==> src/rtl/bla_pkg.sv <==
package bla_pkg;

   typedef enum logic [1:0] {
      WIN_NONE = 2'd0,
      WIN_CORE = 2'd1,
      WIN_DMA  = 2'd2,
      WIN_CTL  = 2'd3
   } win_e;

   typedef enum logic [1:0] {
      ST_IDLE  = 2'd0,
      ST_FETCH = 2'd1,
      ST_STORE = 2'd2
   } phase_e;

endpackage

==> src/rtl/bla_decode.sv <==
module bla_decode
   import bla_pkg::*;
#(
   parameter int ADDR_W     = 8,
   parameter int BYTES      = 4,
   parameter int IDX_W      = 4,
   parameter int CORE_BASE  = 0,
   parameter int CORE_WORDS = 16,
   parameter int DMA_BASE   = 64,
   parameter int DMA_WORDS  = 8,
   parameter bit CTL_EN     = 1'b1,
   parameter int CTL_ADDR   = 112,
   localparam int OFF_W     = $clog2(BYTES),
   localparam int SIZE_W    = $clog2(BYTES) + 1
) (
   input  logic [ADDR_W-1:0] addr,
   input  logic [SIZE_W-1:0] size,
   output win_e              win,
   output logic [IDX_W-1:0]  idx,
   output logic [OFF_W-1:0]  off,
   output logic              err,
   output logic              full
);

   localparam int CORE_SPAN = CORE_WORDS * BYTES;
   localparam int DMA_SPAN  = DMA_WORDS * BYTES;
   localparam int CTL_WORD  = CTL_ADDR / BYTES;

   if ((CORE_BASE % BYTES) != 0 || (DMA_BASE % BYTES) != 0) begin : g_bad_align
      $error("window bases must be word aligned");
   end
   if (CORE_SPAN >= (1 << ADDR_W) || DMA_SPAN >= (1 << ADDR_W)) begin : g_bad_span
      $error("window span exceeds address range");
   end
   if ((1 << IDX_W) < CORE_WORDS || (1 << IDX_W) < DMA_WORDS) begin : g_bad_idx
      $error("index width too small for window depth");
   end

   logic [ADDR_W-1:0] core_rel;
   logic [ADDR_W-1:0] dma_rel;
   logic              ctl_hit;

   assign core_rel = addr - ADDR_W'(CORE_BASE);
   assign dma_rel  = addr - ADDR_W'(DMA_BASE);
   assign off      = addr[OFF_W-1:0];

   if (CTL_EN) begin : g_ctl
      assign ctl_hit = (int'(addr[ADDR_W-1:OFF_W]) == CTL_WORD);
   end else begin : g_no_ctl
      assign ctl_hit = 1'b0;
   end

   always_comb begin
      win = WIN_NONE;
      idx = '0;
      if (core_rel < ADDR_W'(CORE_SPAN)) begin
         win = WIN_CORE;
         idx = IDX_W'(core_rel >> OFF_W);
      end else if (dma_rel < ADDR_W'(DMA_SPAN)) begin
         win = WIN_DMA;
         idx = IDX_W'(dma_rel >> OFF_W);
      end else if (ctl_hit) begin
         win = WIN_CTL;
      end
   end

   assign err  = (size == '0) || (int'(size) > BYTES) || (int'(off) + int'(size) > BYTES);
   assign full = (int'(size) == BYTES) && (off == '0);

endmodule

==> src/rtl/bla_lanes.sv <==
module bla_lanes #(
   parameter int DATA_W  = 32,
   localparam int BYTES  = DATA_W / 8,
   localparam int OFF_W  = $clog2(BYTES),
   localparam int SIZE_W = $clog2(BYTES) + 1
) (
   input  logic [DATA_W-1:0] base_word,
   input  logic [DATA_W-1:0] new_data,
   input  logic [DATA_W-1:0] rd_word,
   input  logic [OFF_W-1:0]  off,
   input  logic [SIZE_W-1:0] size,
   output logic [DATA_W-1:0] merged,
   output logic [DATA_W-1:0] extracted
);

   logic [DATA_W-1:0] placed;
   logic [DATA_W-1:0] lowered;

   assign placed  = new_data << {off, 3'b000};
   assign lowered = rd_word  >> {off, 3'b000};

   for (genvar b = 0; b < BYTES; b++) begin : g_lane
      logic in_write;
      logic in_read;
      assign in_write = (b >= int'(off)) && (b < int'(off) + int'(size));
      assign in_read  = (b < int'(size));
      assign merged[8*b +: 8]    = in_write ? placed[8*b +: 8] : base_word[8*b +: 8];
      assign extracted[8*b +: 8] = in_read ? lowered[8*b +: 8] : 8'h00;
   end

endmodule

==> src/rtl/bla_ctrl.sv <==
module bla_ctrl
   import bla_pkg::*;
#(
   parameter int DATA_W  = 32,
   parameter int IDX_W   = 4,
   localparam int BYTES  = DATA_W / 8,
   localparam int OFF_W  = $clog2(BYTES),
   localparam int SIZE_W = $clog2(BYTES) + 1
) (
   input  logic              clk,
   input  logic              rst_n,
   input  logic              req_valid,
   input  logic              req_write,
   input  logic [DATA_W-1:0] req_wdata,
   input  win_e              dec_win,
   input  logic [IDX_W-1:0]  dec_idx,
   input  logic [OFF_W-1:0]  dec_off,
   input  logic [SIZE_W-1:0] dec_size,
   input  logic              dec_err,
   input  logic              dec_full,
   input  logic [DATA_W-1:0] sel_word,
   input  logic [DATA_W-1:0] ext_word,
   output win_e              win_q,
   output logic [IDX_W-1:0]  idx_q,
   output logic [OFF_W-1:0]  off_q,
   output logic [SIZE_W-1:0] size_q,
   output logic [DATA_W-1:0] wdata_q,
   output logic [DATA_W-1:0] cur_q,
   output logic              fetch_en,
   output logic              store_en,
   output logic              busy,
   output logic              rsp_valid,
   output logic              rsp_err,
   output logic [DATA_W-1:0] rsp_rdata
);

   phase_e st;
   logic   wr_q;
   logic   err_q;
   logic   full_q;

   assign busy     = (st != ST_IDLE);
   assign fetch_en = (st == ST_FETCH) && !err_q && (win_q != WIN_NONE) && !(wr_q && full_q);
   assign store_en = (st == ST_STORE) && !err_q && (win_q != WIN_NONE);

   always_ff @(posedge clk) begin
      if (!rst_n) begin
         st        <= ST_IDLE;
         wr_q      <= 1'b0;
         err_q     <= 1'b0;
         full_q    <= 1'b0;
         win_q     <= WIN_NONE;
         idx_q     <= '0;
         off_q     <= '0;
         size_q    <= '0;
         wdata_q   <= '0;
         cur_q     <= '0;
         rsp_valid <= 1'b0;
         rsp_err   <= 1'b0;
         rsp_rdata <= '0;
      end else begin
         rsp_valid <= 1'b0;
         unique case (st)
            ST_IDLE: begin
               if (req_valid) begin
                  wr_q    <= req_write;
                  err_q   <= dec_err;
                  full_q  <= dec_full;
                  win_q   <= dec_win;
                  idx_q   <= dec_idx;
                  off_q   <= dec_off;
                  size_q  <= dec_size;
                  wdata_q <= req_wdata;
                  st      <= ST_FETCH;
               end
            end
            ST_FETCH: begin
               cur_q     <= fetch_en ? sel_word : '0;
               rsp_rdata <= (fetch_en && !wr_q) ? ext_word : '0;
               if (wr_q) begin
                  st <= ST_STORE;
               end else begin
                  st        <= ST_IDLE;
                  rsp_valid <= 1'b1;
                  rsp_err   <= err_q;
               end
            end
            ST_STORE: begin
               st        <= ST_IDLE;
               rsp_valid <= 1'b1;
               rsp_err   <= err_q;
            end
            default: st <= ST_IDLE;
         endcase
      end
   end

   p_single_pulse_r9: assert property (@(posedge clk) disable iff (!rst_n)
      rsp_valid |=> !rsp_valid);

   p_accept_busy_r9: assert property (@(posedge clk) disable iff (!rst_n)
      (req_valid && !busy) |=> busy);

   p_rsp_after_busy_r9: assert property (@(posedge clk) disable iff (!rst_n)
      rsp_valid |-> $past(busy));

   p_store_after_fetch_r10: assert property (@(posedge clk) disable iff (!rst_n)
      store_en |-> $past(st == ST_FETCH));

   p_hole_reads_zero_r4: assert property (@(posedge clk) disable iff (!rst_n)
      (rsp_valid && win_q == WIN_NONE) |-> (rsp_rdata == '0));

endmodule

==> src/rtl/byte_lane_adapter.sv <==
module byte_lane_adapter
   import bla_pkg::*;
#(
   parameter int ADDR_W     = 8,
   parameter int DATA_W     = 32,
   parameter int CORE_BASE  = 0,
   parameter int CORE_WORDS = 16,
   parameter int DMA_BASE   = 64,
   parameter int DMA_WORDS  = 8,
   parameter bit CTL_EN     = 1'b1,
   parameter int CTL_ADDR   = 112,
   localparam int BYTES     = DATA_W / 8,
   localparam int SIZE_W    = $clog2(BYTES) + 1,
   localparam int IDX_W     = $clog2((CORE_WORDS > DMA_WORDS) ? CORE_WORDS : DMA_WORDS)
) (
   input  logic              clk,
   input  logic              rst_n,
   input  logic              req_valid,
   input  logic              req_write,
   input  logic [ADDR_W-1:0] req_addr,
   input  logic [SIZE_W-1:0] req_size,
   input  logic [DATA_W-1:0] req_wdata,
   output logic              req_busy,
   output logic              rsp_valid,
   output logic              rsp_err,
   output logic [DATA_W-1:0] rsp_rdata,
   output logic [IDX_W-1:0]  tgt_idx,
   output logic [DATA_W-1:0] tgt_wdata,
   output logic              core_rd,
   output logic              core_wr,
   input  logic [DATA_W-1:0] core_rdata,
   output logic              dma_rd,
   output logic              dma_wr,
   input  logic [DATA_W-1:0] dma_rdata,
   output logic              ctl_rd,
   output logic              ctl_wr,
   input  logic [DATA_W-1:0] ctl_rdata
);

   localparam int OFF_W  = $clog2(BYTES);
   localparam int N_WIN  = 4;

   if (DATA_W % 8 != 0 || BYTES < 2) begin : g_bad_width
      $error("data width must be a multiple of 8 and at least 16");
   end

   win_e              dec_win;
   logic [IDX_W-1:0]  dec_idx;
   logic [OFF_W-1:0]  dec_off;
   logic              dec_err;
   logic              dec_full;
   win_e              win_q;
   logic [OFF_W-1:0]  off_q;
   logic [SIZE_W-1:0] size_q;
   logic [DATA_W-1:0] wdata_q;
   logic [DATA_W-1:0] cur_q;
   logic [DATA_W-1:0] sel_word;
   logic [DATA_W-1:0] ext_word;
   logic              fetch_en;
   logic              store_en;
   logic [N_WIN-1:0]  rd_vec;
   logic [N_WIN-1:0]  wr_vec;

   bla_decode #(
      .ADDR_W     (ADDR_W),
      .BYTES      (BYTES),
      .IDX_W      (IDX_W),
      .CORE_BASE  (CORE_BASE),
      .CORE_WORDS (CORE_WORDS),
      .DMA_BASE   (DMA_BASE),
      .DMA_WORDS  (DMA_WORDS),
      .CTL_EN     (CTL_EN),
      .CTL_ADDR   (CTL_ADDR)
   ) u_decode (
      .addr (req_addr),
      .size (req_size),
      .win  (dec_win),
      .idx  (dec_idx),
      .off  (dec_off),
      .err  (dec_err),
      .full (dec_full)
   );

   bla_ctrl #(
      .DATA_W (DATA_W),
      .IDX_W  (IDX_W)
   ) u_ctrl (
      .clk       (clk),
      .rst_n     (rst_n),
      .req_valid (req_valid),
      .req_write (req_write),
      .req_wdata (req_wdata),
      .dec_win   (dec_win),
      .dec_idx   (dec_idx),
      .dec_off   (dec_off),
      .dec_size  (req_size),
      .dec_err   (dec_err),
      .dec_full  (dec_full),
      .sel_word  (sel_word),
      .ext_word  (ext_word),
      .win_q     (win_q),
      .idx_q     (tgt_idx),
      .off_q     (off_q),
      .size_q    (size_q),
      .wdata_q   (wdata_q),
      .cur_q     (cur_q),
      .fetch_en  (fetch_en),
      .store_en  (store_en),
      .busy      (req_busy),
      .rsp_valid (rsp_valid),
      .rsp_err   (rsp_err),
      .rsp_rdata (rsp_rdata)
   );

   always_comb begin
      unique case (win_q)
         WIN_CORE: sel_word = core_rdata;
         WIN_DMA:  sel_word = dma_rdata;
         WIN_CTL:  sel_word = ctl_rdata;
         default:  sel_word = '0;
      endcase
   end

   bla_lanes #(
      .DATA_W (DATA_W)
   ) u_lanes (
      .base_word (cur_q),
      .new_data  (wdata_q),
      .rd_word   (sel_word),
      .off       (off_q),
      .size      (size_q),
      .merged    (tgt_wdata),
      .extracted (ext_word)
   );

   assign rd_vec[0] = 1'b0;
   assign wr_vec[0] = 1'b0;
   for (genvar w = 1; w < N_WIN; w++) begin : g_strobe
      assign rd_vec[w] = fetch_en && (win_q == win_e'(w));
      assign wr_vec[w] = store_en && (win_q == win_e'(w));
   end

   assign core_rd = rd_vec[WIN_CORE];
   assign core_wr = wr_vec[WIN_CORE];
   assign dma_rd  = rd_vec[WIN_DMA];
   assign dma_wr  = wr_vec[WIN_DMA];
   assign ctl_rd  = rd_vec[WIN_CTL];
   assign ctl_wr  = wr_vec[WIN_CTL];

   p_strobe_onehot_r10: assert property (@(posedge clk) disable iff (!rst_n)
      $onehot0({core_rd, core_wr, dma_rd, dma_wr, ctl_rd, ctl_wr}));

   p_err_zero_data_r8: assert property (@(posedge clk) disable iff (!rst_n)
      (rsp_valid && rsp_err) |-> (rsp_rdata == '0));

   p_idle_quiet_r11: assert property (@(posedge clk) disable iff (!rst_n)
      !req_busy |-> !(core_rd || core_wr || dma_rd || dma_wr || ctl_rd || ctl_wr));

endmodule

==> config.mk <==
export PLATFORM = sky130hd
export DESIGN_NAME = byte_lane_adapter
export DESIGN_NICKNAME = d
export VERILOG_FILES = /design/src/rtl/bla_pkg.sv /design/src/rtl/bla_decode.sv /design/src/rtl/bla_lanes.sv /design/src/rtl/bla_ctrl.sv /design/src/rtl/byte_lane_adapter.sv
export SDC_FILE = /design/constraint.sdc
export NUM_CORES = 1
export LEC_CHECK = 0
export BUFFER_PORTS_ARGS = -buffer_cell sky130_fd_sc_hd__buf_2
export CORE_MARGIN = 3
export CORE_UTILIZATION = 45
export CTS_CLUSTER_SIZE = 28
export DETAILED_ROUTE_END_ITERATION = 10
export PLACE_DENSITY = 0.82
export SLEW_MARGIN = 30
export SYNTH_ARGS = -nofsm -noshare
export SYNTH_HDL_FRONTEND = slang
export SYNTH_HIERARCHICAL = 1
export SYNTH_SLANG_ARGS = --single-unit
==> constraint.sdc <==
create_clock -name clk -period 6.1 [get_ports clk]
set_input_delay 0.305 -clock clk [delete_from_list [all_inputs] [get_ports clk]]
set_output_delay 0.305 -clock clk [all_outputs]
set_load 0.05 [all_outputs]
==> results.yml <==
yosys:
  syn-cell-area_um2: 7097
  ys_types: 48
  yosysTopAreaCellShare_pct: 32.16
  synth.area.top_cells: "dfxtp_1 32%, a32oi_1 7.9%, nor2b_1 7.3%"
  synth_commonest_cells: "114 x dfxtp_1, 106 x nand2_1, 83 x nor2b_1"
  synth_seq_area_share_pct: 32.16
  syn_nets: 927
  synth_area_leader_cell: "dfxtp_1"
  synth-warning-count: 6
  ys_ff_latch: 114
  synth_edf_count: 0
  yosysMostFrequentCell: "dfxtp_1"
  synth_top_flop_cell: "dfxtp_1"
  avgSynthCellArea_um2: 9.181
  async_reset_ff_share_pct: 0
  synth_cells: 773
placement:
  gp_congestion: 0.8854
  place_ws_ns: 2.609
  hpwlAfterDp_mm: 15.94
  io_buffers: 219
  dp.cells: 1139
global_route:
  grt_max_degree: 115
  antenna_found_initial: 0
  grt_overflow: 0
  grt_use_total_pct: 25.15
  grt_pass1_wl_mm: 35.07
  first_global_vias: 6389
route:
  wl_mm: 22.41
  viasPerCell: 5.637
  dr.pass1.iters: 6
  wire_per_inst_um: 19.17
  initialDrtViolationCount: 692
  vias: 6590
  drtAntennaViolNets: 0
  drc: 0
worst_hold_path:
  whs_path_depth: 3
  hold_path.class: "in2reg"
  hp-start: "req_wdata[27]"
  holdPathEnd: "u_ctrl/wdata_q[27]$_SDFFE_PN0P_"
layout:
  multi_input_area_um2: 4283
  seqCellArea_um2: 2286
  drive_gt1_share_pct: 33.51
  stdcell_count: 1169
  fillers: 1441
  nets: 1102
  n_antenna_cell: 0
  syn2layout_area_growth_pct: 21.28
  fin_util_pct: 56.20
setup_path:
  required_ns: 5.79
  critPathMaxFanout: 69
  reg2reg_from: "u_ctrl/win_q[1]$_SDFFE_PN0P_"
  ff2ff_setup_slack_ns: 2.95
  path_buf_inv: 3
  cp_data_arrival_time_ns: 3.64
  cp-startpoint: "u_ctrl/off_q[0]$_SDFFE_PN0P_"
  ff2ff_path_depth: 9
  critPathKind: "reg2out"
  r2r-end: "u_ctrl/rsp_rdata[10]$_SDFFE_PN0P_"
  crit_path_cell_trace: "buf_4 -> ha_1 -> inv_1 -> fa_1 -> nor2b_1 -> o21ai_1 -> o21ba_1 -> mux2_4 -> buf_2"
  critical-path-top-delay-family: "buffers and inverters"
  worstSetupStartpointType: "flip-flop"
  cp_slowest_cell: "o21ba_1"
  cp-end-kind: "primary output"
  slowest_delay_ns: 0.62
clocking:
  cts.sinks: 114
  cts_max_path_buffers: 2
  cts_tree: "built"
  hold_buffers: 0
  insertion_delay_ns: 0.41
  clk_pin_slew_ns: 0.05
  h-tree-depth: 4
  cts_resized: 0
  cts_setup_buffers: 0
  cts_buffers: 17
  cts-root-buf: "clkbuf_16"
pwr:
  seqPwrFrac_pct: 35.5
  switching_power_uw: 655.7
  sw_frac_of_total_pct: 29.46
  power_leakage_nw: 3.629
  ir_drop_mv: 0.1840
  p_int_mw: 1.570
  power_frac_comb_pct: 21.2
  clkPwrFrac_pct: 43.3
  p_per_area_nw_per_um2: 258.6
sta:
  fmax_ghz: 0.2537
  finalClockSkew_ns: 0.007504
  grt_setup_unrepaired: "no"
  finalCriticalPeriod_ns: 3.941
  hold_viol_final: 0
  worst_slew_pin_slew_ns: 0.9184
  maxSlewViolCount: 0
  max_slew_margin_pct: 38.62
  fin_crit_sh_pct: 64.60
  fin_ws_ns: 2.159
  setup_tns_ns: 0
  setup_viol: 0
flow_run:
  cap_violations: 0
die:
  core_area_um2: 15310
  rows: 45
  initial_core_util_pct: 46.34
  dieArea_um2: 17310
  die_width_um: 131.6
  fp.dieH_um: 131.6
  io_pins: 220
outcome:
  status: "complete, no violations"
-- layout by cell type, fill, tap and decap left out, types with 6 or more instances in the layout --
master	count
nor2b_1	82
mux2_4	34
a32oi_1	64
mux2_1	8
a211oi_1	24
buf_2	219
a21boi_1	40
a21oi_1	25
o21ai_0	8
nand2_1	106
ha_1	9
clkbuf_16	17
and2_1	18
a21boi_0	7
a22o_1	32
nor2_1	36
inv_1	6
dfxtp_1	111
mux2_2	14
buf_4	8
mux2i_1	34
-- per-layer routing --
layer	up-vias	part of all wire [%]	global-route usage, %
met4	0	1.7	8.110
met3	28	8.2	6.202
li1	3129	-	-
met5	-	0	0
met1	3114	44	33.52
met2	319	46	40.09
-- per-stage QoR --
| step | cell area [um^2] | power, mW | hold slack, ns |
|---|---|---|---|
| after detailed placement | 8018 | 1.269 | 0.4466 |
| after global routing | 8607 | 2.309 | 0.1283 |
| after floorplan | 7097 | 1.160 | 0.4305 |
| after global placement | 8008 | 1.260 | 0.4393 |
| after CTS | 8587 | 2.232 | 0.1159 |
| final | 8607 | 2.226 | 0.1313 |
-- registers in the layout, summed over array words and instances (netlist names) --
signal and cells:
u_ctrl/err_q 1, u_ctrl/size_q 3, u_ctrl/wr_q 1, u_ctrl/wdata_q 32, u_ctrl/st 2, u_ctrl/idx_q 4
u_ctrl/rsp_err 1, u_ctrl/cur_q 32, u_ctrl/rsp_rdata 32, u_ctrl/off_q 2, u_ctrl/win_q 2, u_ctrl/full_q 1
u_ctrl/rsp_valid 1
-- worst register-to-register path: stages (launching register included) --
cell	delay [ns]
dfxtp_2	0.64
buf_4	0.47
nor2b_4	0.77
a22o_1	0.48
mux2i_1	0.17
nor2_1	0.12
a21oi_1	0.07
nor2_1	0.13
a32oi_1	0.10
nor2b_1	0.14
-- how the worst max path moves through the flow --
stage                                to  slack (ns)  cells after the start
after floorplan           tgt_wdata[10]        2.87                      9
after global placement    tgt_wdata[21]        2.68                      9
after detailed placement  tgt_wdata[23]        2.61                      9
after CTS                 tgt_wdata[23]        2.16                      9
after global routing      tgt_wdata[14]        1.95                      9
final                     tgt_wdata[23]        2.16                      9
-- logic make-up after synthesis --
logic type,after synthesis,share of synthesized area [%]
AND/OR/NAND/NOR,263,18.48
AO/OA/AOI/OAI,216,24.14
flip-flops,114,32.16
multiplexers,90,15.48
buffers and inverters,79,7.599
adder cells (fa/ha/maj),11,2.151
-- final cells by class --
cell class                      count  area share, %
Inverter                            7         0.3344
Clock inverter                      5         0.9013
Clock buffer                       24          5.713
Multi-Input combinational cell    580          49.76
Tap cell                          211          3.067
Timing Repair Buffer              228          13.66
Sequential cell                   114          26.56
-- power groups by stage --
stage	combinational, mW	sequential (mW)	clock [mW]
5_1_grt	0.508	0.792	1.01
3_5_place_dp	0.464	0.804	0
2_1_floorplan	0.358	0.802	0
6_report	0.472	0.790	0.964
3_3_place_gp	0.457	0.803	0
4_1_cts	0.467	0.789	0.976
(Power assumes the default switching activity.)
